==> config.mk <==
export PLATFORM = sky130hd
export DESIGN_NAME = wake_aggr
export DESIGN_NICKNAME = d
export VERILOG_FILES = /design/src/rtl/wake_aggr_pkg.sv /design/src/rtl/wake_bank.sv /design/src/rtl/wake_irq_ctrl.sv /design/src/rtl/wake_rd_port.sv /design/src/rtl/wake_aggr.sv
export SDC_FILE = /design/constraint.sdc
export NUM_CORES = 1
export LEC_CHECK = 0
export ABC_AREA = 1
export CAP_MARGIN = 15
export CORE_AREA = 2 2 125 127
export CTS_CLUSTER_SIZE = 24
export DETAILED_ROUTE_END_ITERATION = 12
export DIE_AREA = 0 0 127 129
export SYNTH_ARGS = -nofsm -noshare
export SYNTH_HDL_FRONTEND = slang
export SYNTH_SLANG_ARGS = --single-unit
==> constraint.sdc <==
create_clock -name clk -period 1.8 [get_ports clk]
set_input_delay 0.36 -clock clk [delete_from_list [all_inputs] [get_ports clk]]
set_output_delay 0.36 -clock clk [all_outputs]
set_load 0.02 [all_outputs]
==> src/rtl/wake_aggr_pkg.sv <==
package wake_aggr_pkg;

  typedef enum logic [2:0] {
    K_STATUS  = 3'd0,
    K_ENABLE  = 3'd1,
    K_SEL_MAIN = 3'd2,
    K_SEL_AUX = 3'd3,
    K_IRQ_ST  = 3'd4,
    K_IRQ_EN  = 3'd5
  } reg_kind_e;

  // Sticky bit with write-one-to-clear; a set in the same cycle wins.
  function automatic logic sticky_next(input logic cur, input logic set, input logic clr);
    return set | (cur & ~clr);
  endfunction

  // Flag whose clear is refused while a holding condition is true.
  function automatic logic guarded_next(input logic cur, input logic hold, input logic clr);
    return hold | (cur & ~clr);
  endfunction

endpackage

==> src/rtl/wake_bank.sv <==
module wake_bank #(
  parameter int BW = 8
) (
  input  logic          clk,
  input  logic          rst_n,
  input  logic [BW-1:0] wake,
  input  logic          wr_stat,
  input  logic          wr_en,
  input  logic          wr_main,
  input  logic          wr_aux,
  input  logic [BW-1:0] wdata,
  output logic [BW-1:0] stat,
  output logic [BW-1:0] en,
  output logic [BW-1:0] sel_main,
  output logic [BW-1:0] sel_aux,
  output logic [BW-1:0] clr_mask,
  output logic          qual_main,
  output logic          qual_aux
);
  import wake_aggr_pkg::*;

  logic [BW-1:0] stat_d;

  assign clr_mask = wr_stat ? wdata : '0;

  for (genvar i = 0; i < BW; i++) begin : g_bit
    assign stat_d[i] = sticky_next(stat[i], wake[i] & en[i], clr_mask[i]);
  end

  always_ff @(posedge clk) begin
    if (!rst_n) begin
      stat     <= '0;
      en       <= '0;
      sel_main <= '0;
      sel_aux  <= '0;
    end else begin
      stat <= stat_d;
      if (wr_en)   en       <= wdata;
      if (wr_main) sel_main <= wdata;
      if (wr_aux)  sel_aux  <= wdata;
    end
  end

  assign qual_main = |(stat & sel_main);
  assign qual_aux  = |(stat & sel_aux);
endmodule

==> src/rtl/wake_irq_ctrl.sv <==
module wake_irq_ctrl (
  input  logic       clk,
  input  logic       rst_n,
  input  logic       qual_any,
  input  logic       io_wake,
  input  logic       wr_st,
  input  logic       wr_en,
  input  logic [1:0] wdata,
  output logic [1:0] irq_st,
  output logic [1:0] irq_en,
  output logic       irq_out
);
  import wake_aggr_pkg::*;

  logic [1:0] st_d;
  logic [1:0] clr;

  assign clr     = wr_st ? wdata : 2'b00;
  assign st_d[0] = guarded_next(irq_st[0], qual_any, clr[0]);
  assign st_d[1] = sticky_next(irq_st[1], io_wake, clr[1]);

  always_ff @(posedge clk) begin
    if (!rst_n) begin
      irq_st <= 2'b00;
      irq_en <= 2'b00;
    end else begin
      irq_st <= st_d;
      if (wr_en) irq_en <= wdata;
    end
  end

  assign irq_out = |(irq_st & irq_en);
endmodule

==> src/rtl/wake_rd_port.sv <==
module wake_rd_port #(
  parameter int NBANK = 4,
  parameter int BW    = 8,
  localparam int BANK_BITS = (NBANK > 1) ? $clog2(NBANK) : 1
) (
  input  logic                  clk,
  input  logic                  rst_n,
  input  logic                  rd,
  input  logic [2:0]            kind,
  input  logic [BANK_BITS-1:0]  bank,
  input  logic [NBANK*BW-1:0]   stat_all,
  input  logic [NBANK*BW-1:0]   en_all,
  input  logic [NBANK*BW-1:0]   main_all,
  input  logic [NBANK*BW-1:0]   aux_all,
  input  logic [1:0]            irq_st,
  input  logic [1:0]            irq_en,
  output logic [BW-1:0]         rdata
);
  import wake_aggr_pkg::*;

  logic [BW-1:0] val;
  logic          bank_ok;

  assign bank_ok = (int'(bank) < NBANK);

  always_comb begin
    val = '0;
    unique case (reg_kind_e'(kind))
      K_STATUS:   if (bank_ok) val = stat_all[int'(bank)*BW +: BW];
      K_ENABLE:   if (bank_ok) val = en_all[int'(bank)*BW +: BW];
      K_SEL_MAIN: if (bank_ok) val = main_all[int'(bank)*BW +: BW];
      K_SEL_AUX:  if (bank_ok) val = aux_all[int'(bank)*BW +: BW];
      K_IRQ_ST:   if (bank == '0) val[1:0] = irq_st;
      K_IRQ_EN:   if (bank == '0) val[1:0] = irq_en;
      default:    val = '0;
    endcase
  end

  always_ff @(posedge clk) begin
    if (!rst_n) rdata <= '0;
    else if (rd) rdata <= val;
  end
endmodule

==> src/rtl/wake_aggr.sv <==
module wake_aggr #(
  parameter int NBANK = 4,
  parameter int BW    = 8,
  localparam int BANK_BITS = (NBANK > 1) ? $clog2(NBANK) : 1,
  localparam int ADDR_W    = 3 + BANK_BITS,
  localparam int WAKE_W    = NBANK * BW
) (
  input  logic              clk,
  input  logic              rst_n,
  input  logic [WAKE_W-1:0] wake_in,
  input  logic              io_wake,
  input  logic [ADDR_W-1:0] reg_addr,
  input  logic              reg_wr,
  input  logic [BW-1:0]     reg_wdata,
  input  logic              reg_rd,
  output logic [BW-1:0]     reg_rdata,
  output logic              irq_main,
  output logic              aux_wake
);
  import wake_aggr_pkg::*;

  logic [2:0]           kind;
  logic [BANK_BITS-1:0] bank;
  logic [WAKE_W-1:0]    stat_all, en_all, main_all, aux_all, clr_all;
  logic [NBANK-1:0]     qual_main_v, qual_aux_v;
  logic                 qual_any;
  logic [1:0]           irq_st, irq_en;
  logic                 wr_irq_st, wr_irq_en;

  assign kind = reg_addr[ADDR_W-1 -: 3];
  assign bank = reg_addr[BANK_BITS-1:0];

  for (genvar b = 0; b < NBANK; b++) begin : g_bank
    logic hit;
    assign hit = reg_wr && (int'(bank) == b);
    wake_bank #(.BW(BW)) u_bank (
      .clk       (clk),
      .rst_n     (rst_n),
      .wake      (wake_in[b*BW +: BW]),
      .wr_stat   (hit && kind == K_STATUS),
      .wr_en     (hit && kind == K_ENABLE),
      .wr_main   (hit && kind == K_SEL_MAIN),
      .wr_aux    (hit && kind == K_SEL_AUX),
      .wdata     (reg_wdata),
      .stat      (stat_all[b*BW +: BW]),
      .en        (en_all[b*BW +: BW]),
      .sel_main  (main_all[b*BW +: BW]),
      .sel_aux   (aux_all[b*BW +: BW]),
      .clr_mask  (clr_all[b*BW +: BW]),
      .qual_main (qual_main_v[b]),
      .qual_aux  (qual_aux_v[b])
    );
  end

  assign qual_any  = |qual_main_v;
  assign aux_wake  = |qual_aux_v;
  assign wr_irq_st = reg_wr && kind == K_IRQ_ST && bank == '0;
  assign wr_irq_en = reg_wr && kind == K_IRQ_EN && bank == '0;

  wake_irq_ctrl u_irq (
    .clk      (clk),
    .rst_n    (rst_n),
    .qual_any (qual_any),
    .io_wake  (io_wake),
    .wr_st    (wr_irq_st),
    .wr_en    (wr_irq_en),
    .wdata    (reg_wdata[1:0]),
    .irq_st   (irq_st),
    .irq_en   (irq_en),
    .irq_out  (irq_main)
  );

  wake_rd_port #(.NBANK(NBANK), .BW(BW)) u_rd (
    .clk      (clk),
    .rst_n    (rst_n),
    .rd       (reg_rd),
    .kind     (kind),
    .bank     (bank),
    .stat_all (stat_all),
    .en_all   (en_all),
    .main_all (main_all),
    .aux_all  (aux_all),
    .irq_st   (irq_st),
    .irq_en   (irq_en),
    .rdata    (reg_rdata)
  );
endmodule

==> flow_summary.yaml <==
synthesis:
  synth_seq_cells: 140
  yosys.area.top_type_share_pct: 42.0
  synthArstFlopShare_pct: 0
  syn_area_um2: 6670
  synth_nets: 1012
  synth_edf_count: 0
  ys.flop_type: "dfxtp_1"
  synth_cell_type_count: 27
  synth-seq-area-share_pct: 42.0
  synth_top_area_cell: "dfxtp_1"
  syn_inst: 962
  synth_area_leaders: "dfxtp_1, nand2_1, o21ai_0, a21oi_1, nor2_4"
  ys_warn_count: 0
  synth.avg_cell_area_um2: 6.94
grt:
  grt_pass1_wl_mm: 35.6
  grt_overflow_total: 0
  grt_pass1_vias: 6496
  grt_usage_pct: 28.4
  antenna_found_initial: 0
  grt_max_degree: 53
worst_setup_path:
  cp-end-kind: "primary output"
  crit_type: "reg2out"
  path_delay_family: "simple AND/OR/NAND/NOR gates"
  slowest_delay_ns: 0.32
  ff2ff_path_depth: 11
  cp_common_cell: "nand2_1"
  critPathBufInv: 2
  r2r-start: "g_bank[0].u_bank.sel_aux[6]"
  path_cells: "nand2_2, nand2_1, a221oi_2, buf_4, nand4_1, nor2_2, nand2_1, buf_6"
  cp_slowest_cell: "dfxtp_2"
  cp_max_fo: 2
  rrSetupSlack_ns: 0.25
  required_ns: 1.44
  r2r_end: "u_rd.rdata[6]"
  crit_arrival_ns: 1.70
  cp-start-kind: "flip-flop"
timing:
  max_slew_margin_pct: 65.0
  holdWs_ns: 0.404
  finalHoldViolCount: 0
  setup_violations: 1
  post-route-min-period_ns: 2.06
  fmax_mhz: 486
  final_max_slew_viol_count: 0
  period_share_pct: 114
  fin_ws_ns: -0.259
  skew_ns: 0.00565
  rsz0062_at_grt: "true"
  worstMarginPinSlew_ns: 0.524
pwr:
  ir_drop_v: 0.000573
  p_leak_nw: 3.86
  power.density_nw_per_um2: 856
cts:
  cts_hold_buf: 0
  cts.clk_slew.worst_paths_ns: 0.06
  clk_latency_ns: 0.43
  cts_buffers: 17
  cts_tree: "done"
  cts-root-buf: "clkbuf_16"
  clock_path_buffers: 2
  cts_setup_buffers: 0
  clkSinkCount: 140
  htreeDepth: 4
cells_and_area:
  diodes: 0
  drive_above_1_share_pct: 17.6
  stdcell_count: 1309
  areaGrowthSynthToFinish_pct: 35.8
  final_cell_mix: "nand2_1, o21ai_0, a21oi_1"
  final_common_cell: "nand2_1"
  nNetsFinal: 1158
place:
  place_congestion: 0.925
  dpl.cell_count: 1278
  io_buffers: 59
  dp_hpwl_mm: 16.0
floorplanning:
  die_h_um: 129
  core_region_area_um2: 15000
  rows: 45
  initial_core_util_pct: 44.6
  ioPinCount: 60
  dieWidth_um: 127
  die_area_um2: 16400
worst_hold_path:
  whs_path_depth: 4
  hold_path.class: "in2reg"
  hold_end: "u_irq.irq_st[0]"
  hold_path_startpoint: "rst_n"
drt:
  drt_iter0_markers: 608
  ant_nets: 0
  via_per_inst: 5.28
  wl_mm: 22.5
  vias: 6910
  drc: 0
  route.detailed.wl_per_inst_um: 17.2
  drtPass1Iterations: 5
run_status:
  outcome: "complete, but fails checks"
  violations: "negative setup slack"
flow_run:
  drv_cap: 0
[cell usage after synthesis, types with 3 or more instances]
library cell / n
nor2_2: 3
inv_1: 37
o21ai_0: 157
o22ai_1: 5
dfxtp_1: 140
buf_4: 4
a221oi_1: 5
clkinv_1: 3
clkbuf_1: 30
buf_6: 11
inv_2: 4
nor2_4: 14
buf_2: 8
nand4_1: 8
nand2_1: 329
nand3_1: 24
a22o_1: 13
nor2_1: 14
a21oi_1: 141
[tightest hold or removal path, cell delays in order]
cell and delay [ns]:
buf_2 0.12, buf_12 0.17, nand2_1 0.09, inv_1 0.03
[how the worst max path moves through the flow]
stage	endpoint	startpoint	cells after the start	slack (ns)
6_report	aux_wake	g_bank[1].u_bank.stat[4]	8	-0.26
5_1_grt	aux_wake	g_bank[0].u_bank.sel_aux[3]	7	-0.33
4_1_cts	aux_wake	g_bank[0].u_bank.stat[2]	7	-0.30
3_5_place_dp	aux_wake	g_bank[0].u_bank.stat[2]	8	-0.44
3_3_place_gp	aux_wake	g_bank[1].u_bank.stat[4]	9	-0.42
2_1_floorplan	u_irq.irq_st[0]	reg_addr[0]	9	0.31
[per-stage QoR]
| step | setup WS, ns | area, µm² | TNS [ns] | total power, mW | util (%) |
|---|---|---|---|---|---|
| global placement | -0.421 | 8370 | -22.34 | 3.82 | 55.9 |
| CTS | -0.297 | 9040 | -0.297 | 7.76 | 60.4 |
| floorplan | 0.306 | 6670 | 0 | 3.48 | - |
| global route | -0.328 | 9060 | -0.328 | 7.96 | 60.5 |
| detailed placement | -0.436 | 8370 | -22.86 | 3.82 | 55.9 |
| finish | -0.259 | 9060 | -0.259 | 7.76 | 60.5 |
[cell families (layout without fill, tap and decap cells)]
logic type / after synthesis / count (layout) / share of synthesized area (%)
AND/OR/NAND/NOR: 397 / 397 / 25.2
AO/OA/AOI/OAI: 324 / 324 / 25.5
flip-flops: 140 / 140 / 42.0
buffers and inverters: 101 / 260 / 7.37
[power breakdown]
group | switching, mW | internal (mW)
combinational | 0.342 | 0.262
clock | 1.45 | 2.54
sequential | 0.0258 | 3.14
total | 1.82 | 5.94
[layout make-up]
type	instances	area, µm²
Inverter	46	178
Clock buffer	19	453
Fill cell	1411	5920
Timing Repair Buffer	182	1770
Tap cell	188	235
Sequential cell	140	2810
Multi-Input combinational cell	721	3410
Clock inverter	13	211
[metal layers]
metal	vias to the layer above	share of wire [%]	global-route usage, %
li1	3523	-	-
met5	-	0	0
met3	44	5.3	4.49
met2	227	44	43.8
met4	0	2.8	9.95
met1	3116	48	40.5
[registers in the layout (all words and copies together) (netlist names)]
register                count
g_bank.u_bank.en           32
g_bank.u_bank.sel_aux      32
g_bank.u_bank.sel_main     32
g_bank.u_bank.stat         32
u_irq.irq_en                2
u_irq.irq_st                2
u_rd.rdata                  8
[timing repair]
| action | 4_1_cts | 5_1_grt |
|---|---|---|
| setup endpoints to repair | 2 | 2 |
| pin swaps | 3 | 6 |
| gates resized for setup | 10 | 10 |
(Power assumes the default switching activity.)
